`src/rtl/mfu_pkg.sv`:
```
package mfu_pkg;

   localparam int unsigned NUM_FU    = 4;
   localparam int unsigned SEL_W     = 3;
   localparam int unsigned NUM_SRC   = 1 << SEL_W;
   localparam int unsigned OPC_W     = 2;

   localparam logic [SEL_W-1:0] SRC_EXT  = 3'd4;
   localparam logic [SEL_W-1:0] SRC_K0   = 3'd5;
   localparam logic [SEL_W-1:0] SRC_K1   = 3'd6;
   localparam logic [SEL_W-1:0] SRC_NULL = 3'd7;

   typedef enum logic [OPC_W-1:0] {
      OPC_SHL  = 2'd0,
      OPC_XOR  = 2'd1,
      OPC_EQ   = 2'd2,
      OPC_NONE = 2'd3
   } mfu_opc_e;

   typedef enum int unsigned {
      UNIT_PROG = 0,
      UNIT_ADD  = 1,
      UNIT_SUB  = 2,
      UNIT_MUL  = 3
   } mfu_kind_e;

endpackage

```
`src/rtl/mfu_src_bank.sv`:
```
module mfu_src_bank
   import mfu_pkg::*;
#(
   parameter int unsigned   W      = 16,
   parameter logic [W-1:0]  CONST0 = '0,
   parameter logic [W-1:0]  CONST1 = W'(1)
) (
   input  logic [NUM_FU*W-1:0]  fu_q_flat,
   input  logic [W-1:0]         data_in,
   output logic [NUM_SRC*W-1:0] src_flat
);

   genvar gi;
   generate
      for (gi = 0; gi < NUM_SRC; gi++) begin : g_src
         if (gi < NUM_FU) begin : g_fu
            assign src_flat[gi*W +: W] = fu_q_flat[gi*W +: W];
         end else if (gi == int'(SRC_EXT)) begin : g_ext
            assign src_flat[gi*W +: W] = data_in;
         end else if (gi == int'(SRC_K0)) begin : g_k0
            assign src_flat[gi*W +: W] = CONST0;
         end else if (gi == int'(SRC_K1)) begin : g_k1
            assign src_flat[gi*W +: W] = CONST1;
         end else begin : g_zero
            assign src_flat[gi*W +: W] = '0;
         end
      end
   endgenerate

endmodule

```
`src/rtl/mfu_operand_sel.sv`:
```
module mfu_operand_sel
   import mfu_pkg::*;
#(
   parameter int unsigned W = 16
) (
   input  logic [NUM_SRC*W-1:0] src_flat,
   input  logic [SEL_W-1:0]     sel,
   output logic [W-1:0]         operand
);

   always_comb begin
      operand = '0;
      for (int k = 0; k < NUM_SRC; k++) begin
         if (sel == SEL_W'(k)) begin
            operand = src_flat[k*W +: W];
         end
      end
   end

endmodule

```
`src/rtl/mfu_unit.sv`:
```
module mfu_unit
   import mfu_pkg::*;
#(
   parameter int unsigned W    = 16,
   parameter mfu_kind_e   KIND = UNIT_ADD
) (
   input  logic                 clk,
   input  logic                 rst,
   input  logic [NUM_SRC*W-1:0] src_flat,
   input  logic [SEL_W-1:0]     sel_a,
   input  logic [SEL_W-1:0]     sel_b,
   input  logic [OPC_W-1:0]     opcode,
   output logic [W-1:0]         q
);

   localparam logic [W-1:0] WIDTH_AS_VAL = W[W-1:0];

   logic [W-1:0] opnd_a;
   logic [W-1:0] opnd_b;
   logic [W-1:0] res_d;

   mfu_operand_sel #(.W(W)) u_sel_a (
      .src_flat (src_flat),
      .sel      (sel_a),
      .operand  (opnd_a)
   );

   mfu_operand_sel #(.W(W)) u_sel_b (
      .src_flat (src_flat),
      .sel      (sel_b),
      .operand  (opnd_b)
   );

   generate
      if (KIND == UNIT_PROG) begin : g_prog
         mfu_opc_e opc;
         assign opc = mfu_opc_e'(opcode);
         always_comb begin
            unique case (opc)
               OPC_SHL: begin
                  if (opnd_b >= WIDTH_AS_VAL) res_d = '0;
                  else                        res_d = opnd_a << opnd_b;
               end
               OPC_XOR: res_d = opnd_a ^ opnd_b;
               OPC_EQ:  res_d = {{(W-1){1'b0}}, (opnd_a == opnd_b)};
               default: res_d = '0;
            endcase
         end
      end else begin : g_fixed
         logic unused_opcode;
         assign unused_opcode = ^opcode;
         if (KIND == UNIT_ADD) begin : g_add
            assign res_d = opnd_a + opnd_b;
         end else if (KIND == UNIT_SUB) begin : g_sub
            assign res_d = opnd_a - opnd_b;
         end else begin : g_mul
            logic [2*W-1:0] prod;
            logic [W-1:0]   unused_prod_hi;
            assign prod           = opnd_a * opnd_b;
            assign unused_prod_hi = prod[2*W-1:W];
            assign res_d          = prod[W-1:0];
         end
      end
   endgenerate

   always_ff @(posedge clk) begin
      if (rst) q <= '0;
      else     q <= res_d;
   end

endmodule

```
`src/rtl/mfu_datapath.sv`:
```
module mfu_datapath
   import mfu_pkg::*;
#(
   parameter int unsigned   W      = 16,
   parameter logic [W-1:0]  CONST0 = '0,
   parameter logic [W-1:0]  CONST1 = W'(1)
) (
   input  logic                    clk,
   input  logic                    rst,
   input  logic [W-1:0]            data_in,
   input  logic [NUM_FU*SEL_W-1:0] sel_a,
   input  logic [NUM_FU*SEL_W-1:0] sel_b,
   input  logic [OPC_W-1:0]        opcode,
   output logic [W-1:0]            result_out
);

   localparam int unsigned LAST_FU = NUM_FU - 1;

   generate
      if (W < 2) begin : g_bad_width
         $error("mfu_datapath: W must be at least 2");
      end
      if (NUM_FU > (1 << SEL_W) - 3) begin : g_bad_count
         $error("mfu_datapath: address space too small for units and constants");
      end
   endgenerate

   logic [NUM_FU*W-1:0]  fu_q_flat;
   logic [NUM_SRC*W-1:0] src_flat;

   mfu_src_bank #(.W(W), .CONST0(CONST0), .CONST1(CONST1)) u_bank (
      .fu_q_flat (fu_q_flat),
      .data_in   (data_in),
      .src_flat  (src_flat)
   );

   genvar gu;
   generate
      for (gu = 0; gu < NUM_FU; gu++) begin : g_unit
         mfu_unit #(.W(W), .KIND(mfu_kind_e'(gu))) u_fu (
            .clk      (clk),
            .rst      (rst),
            .src_flat (src_flat),
            .sel_a    (sel_a[gu*SEL_W +: SEL_W]),
            .sel_b    (sel_b[gu*SEL_W +: SEL_W]),
            .opcode   (opcode),
            .q        (fu_q_flat[gu*W +: W])
         );
      end
   endgenerate

   assign result_out = fu_q_flat[LAST_FU*W +: W];

endmodule

```
`config.mk`:
```
export PLATFORM = sky130hd
export DESIGN_NAME = mfu_datapath
export DESIGN_NICKNAME = d
export VERILOG_FILES = /design/src/rtl/mfu_pkg.sv /design/src/rtl/mfu_src_bank.sv /design/src/rtl/mfu_operand_sel.sv /design/src/rtl/mfu_unit.sv /design/src/rtl/mfu_datapath.sv
export SDC_FILE = /design/constraint.sdc
export NUM_CORES = 1
export LEC_CHECK = 0
export CAP_MARGIN = 15
export CORE_UTILIZATION = 65
export CTS_BUF_LIST = sky130_fd_sc_hd__clkbuf_8
export DETAILED_ROUTE_END_ITERATION = 8
export PLACE_DENSITY = 0.85
export SYNTH_ARGS = -nofsm -noshare
export SYNTH_HDL_FRONTEND = slang
export SYNTH_SLANG_ARGS = --single-unit
```
`constraint.sdc`:
```
create_clock -name clk -period 8.6 [get_ports clk]
set_input_delay 2.15 -clock clk [delete_from_list [all_inputs] [get_ports clk]]
set_output_delay 2.15 -clock clk [all_outputs]
set_load 0.05 [all_outputs]
```
==> out/results.ini <==
[power_and_ir_drop]
combPwrFrac=0.614
peakVddDrop_mv=0.160
p_seq_frac=0.271
p_int_w=0.00113
power_density_mw_per_mm2=166
power_leakage_nw=5.87
pwr-share-clk=0.115
switching_share=0.516
p_sw_w=0.00121

[clock_network]
insertion_delay_ps=400
cts_tree=built
cts_setup_buffers=0
numCtsBuffers=9
cts_resized=0
clkSinkCount=64
cts_root_buf=clkbuf_8
h-tree-depth=3
cts.clk_slew.worst_paths_ps=100
hold_buffers=0
clk_path_buf_depth=2

[grt]
grt_pass1_wl_um=73500
grt_usage=0.491
grt_overflow_total=0
grt_max_degree=51
antenna_found_initial=1
grt_pass1_vias=12800

[route]
top_layer_used=met4
drc=0
avgViaCountPerCell=7.00
met2_length_um=20400
dr.pass1.iters=9
dr.first_iter.drc_count=1614
route.detailed.wl_per_inst_um=26.5
wl_met3_um=7940
num_vias=12900
wl_met1_um=16700
wirelength_um=48600
postRouteAntennaNets=0

[synthesis]
synth_top_area_share=0.153
synthCells=1539
synth_edf_count=0
syn_nets=1744
avgSynthCellArea_um2=8.49
syn_area_mm2=0.0131
ys_seq_elements=64
async_flop_share=0
yosysSeqAreaShare=0.0980
yosysWarnings=0
yosys-top-cells-area=mux4_2, fa_1, dfxtp_1, ha_1, mux2i_1
yosysUniqueCellTypes=77
yosys-top-cells-count=inv_1, nor2_1, nand2_1
synthFlopType=dfxtp_1
synth.largest_area_cell=mux4_2
yosysMostFrequentCell=inv_1

[floorplan]
chipWidth_um=144
fp.dieH_um=144
rows=51
ios=60
coreArea_mm2=0.0196
initial_core_util=0.667
design.die.area_mm2=0.0207

[cells_and_area]
top_register=g_unit.u_fu.q
num_antenna_cells=0
largest_reg_flops=64
top_regs=g_unit.u_fu.q: 64 flops
area_growth_pct=8.08
nets=1771
drive_above_1_share=0.150

[critical_path]
max_stage_delay_ps=550
startpoint_type=primary input
crit_slowest_cell=fa_1
endpoint_kind=flop
cp_num_buf_inv=8
cp_data_required_time_ps=8870
crit_top_cell=fa_1
critical_path_class=in2reg
arrival_ps=8400
worstPathMaxFanout=28
cp_top_family=adder cells

[placement]
dpl.hpwl_um=35200
numPortBuffers=59
gp_congestion=1.07

[timing]
post-route-period-util=0.946
rsz0062_at_grt=false
fin_skew_ps=25.5
slew_violations=0
setup_tns_ps=0
max_freq_ghz=0.123
tightest_slew_ps=1110
slew_headroom=0.260
timing.hold.ws_ps=962
finalHoldViolCount=0
setup_viol_count_final=0
fin_crit_ps=8130

[job]
cap_viol_max_count=0

[hold_path]
min_path_type=reg2reg

[status]
outcome=finished, final reports clean

-- per-stage QoR --
stage	total power [W]	instance area, µm²	std cells	util	worst slack, ps
2_1_floorplan	0.00154	13100	1539	-	797
3_3_place_gp	0.00196	13900	1820	0.712	263
3_5_place_dp	0.00200	13900	1820	0.712	138
4_1_cts	0.00227	14100	1836	0.721	522
5_1_grt	0.00246	14100	1836	0.721	166
6_report	0.00234	14100	1836	0.721	465
-- layout by cell type, fill, tap and decap left out, types with 10 or more instances in the layout --
cell             instances
o21ai_0                 90
mux2_2                  24
nand2b_1                29
nand3_1                 17
inv_1                  177
mux4_2                  89
clkbuf_8                10
fa_1                    82
xor2_1                  26
nor3_1                  32
nor2b_1                 30
a21oi_1                 63
nor2_1                 165
xnor2_1                 39
ha_1                    79
nand2_1                113
o21a_1                  15
o22ai_1                 10
buf_4                   71
dfxtp_1                 64
clkdlybuf4s50_1         57
a22oi_1                 51
mux2i_1                 76
or2_2                   12
-- tightest hold or removal path: cells and delay by family, from the launching register on --
kind	cells	cell delay (ps)
and+or+nand+nor	3	270
AOI/OAI and AO/OA	1	100
adders and majority gates	1	130
DFF	1	350
muxes	1	80
-- metal layers --
metal,GRT usage,up-vias
met4,0.298,0
met3,0.219,283
li1,-,5406
met2,0.705,1134
met5,0,-
met1,0.601,6029
-- power groups by stage --
| stage | Combinational [W] | Sequential, W | Clock [W] |
|---|---|---|---|
| 2_1_floorplan | 0.00110 | 0.000442 | 0 |
| 3_3_place_gp | 0.00137 | 0.000590 | 0 |
| 3_5_place_dp | 0.00140 | 0.000594 | 0 |
| 4_1_cts | 0.00141 | 0.000587 | 0.000266 |
| 5_1_grt | 0.00157 | 0.000612 | 0.000277 |
| 6_report | 0.00144 | 0.000635 | 0.000270 |
-- cells by family (layout without fill, tap and decap cells) --
logic type | after synthesis | in the layout | share of synthesized area
and+or+nand+nor | 443 | 443 | 0.158
AOI/OAI and AO/OA | 315 | 315 | 0.158
buffers and inverters | 297 | 329 | 0.0999
muxes | 189 | 189 | 0.232
adders and majority gates | 161 | 161 | 0.201
xor gates and xnor gates | 70 | 70 | 0.0522
DFF | 64 | 64 | 0.0980
-- final timing paths --
check / start / endpoint / slack (ps) / depth (start not counted)
hold / removal: g_unit[1].u_fu.q[0] / g_unit[1].u_fu.q[0] / 960 / 6
setup / recovery: sel_a[11] / g_unit[3].u_fu.q[15] / 470 / 25
setup reg to reg: g_unit[0].u_fu.q[11] / g_unit[3].u_fu.q[15] / 2270 / 20
hold reg to reg: g_unit[1].u_fu.q[0] / g_unit[1].u_fu.q[0] / 960 / 6
-- layout make-up --
cell class | count | area, µm²
clock inverter | 6 | 43.8
timing repair buffer | 133 | 1170
inverter | 180 | 676
tap | 265 | 332
clock buffer | 10 | 138
sequential | 64 | 1280
fill | 1529 | 5460
multi-input combinational | 1178 | 10500
(Power assumes the default switching activity.)
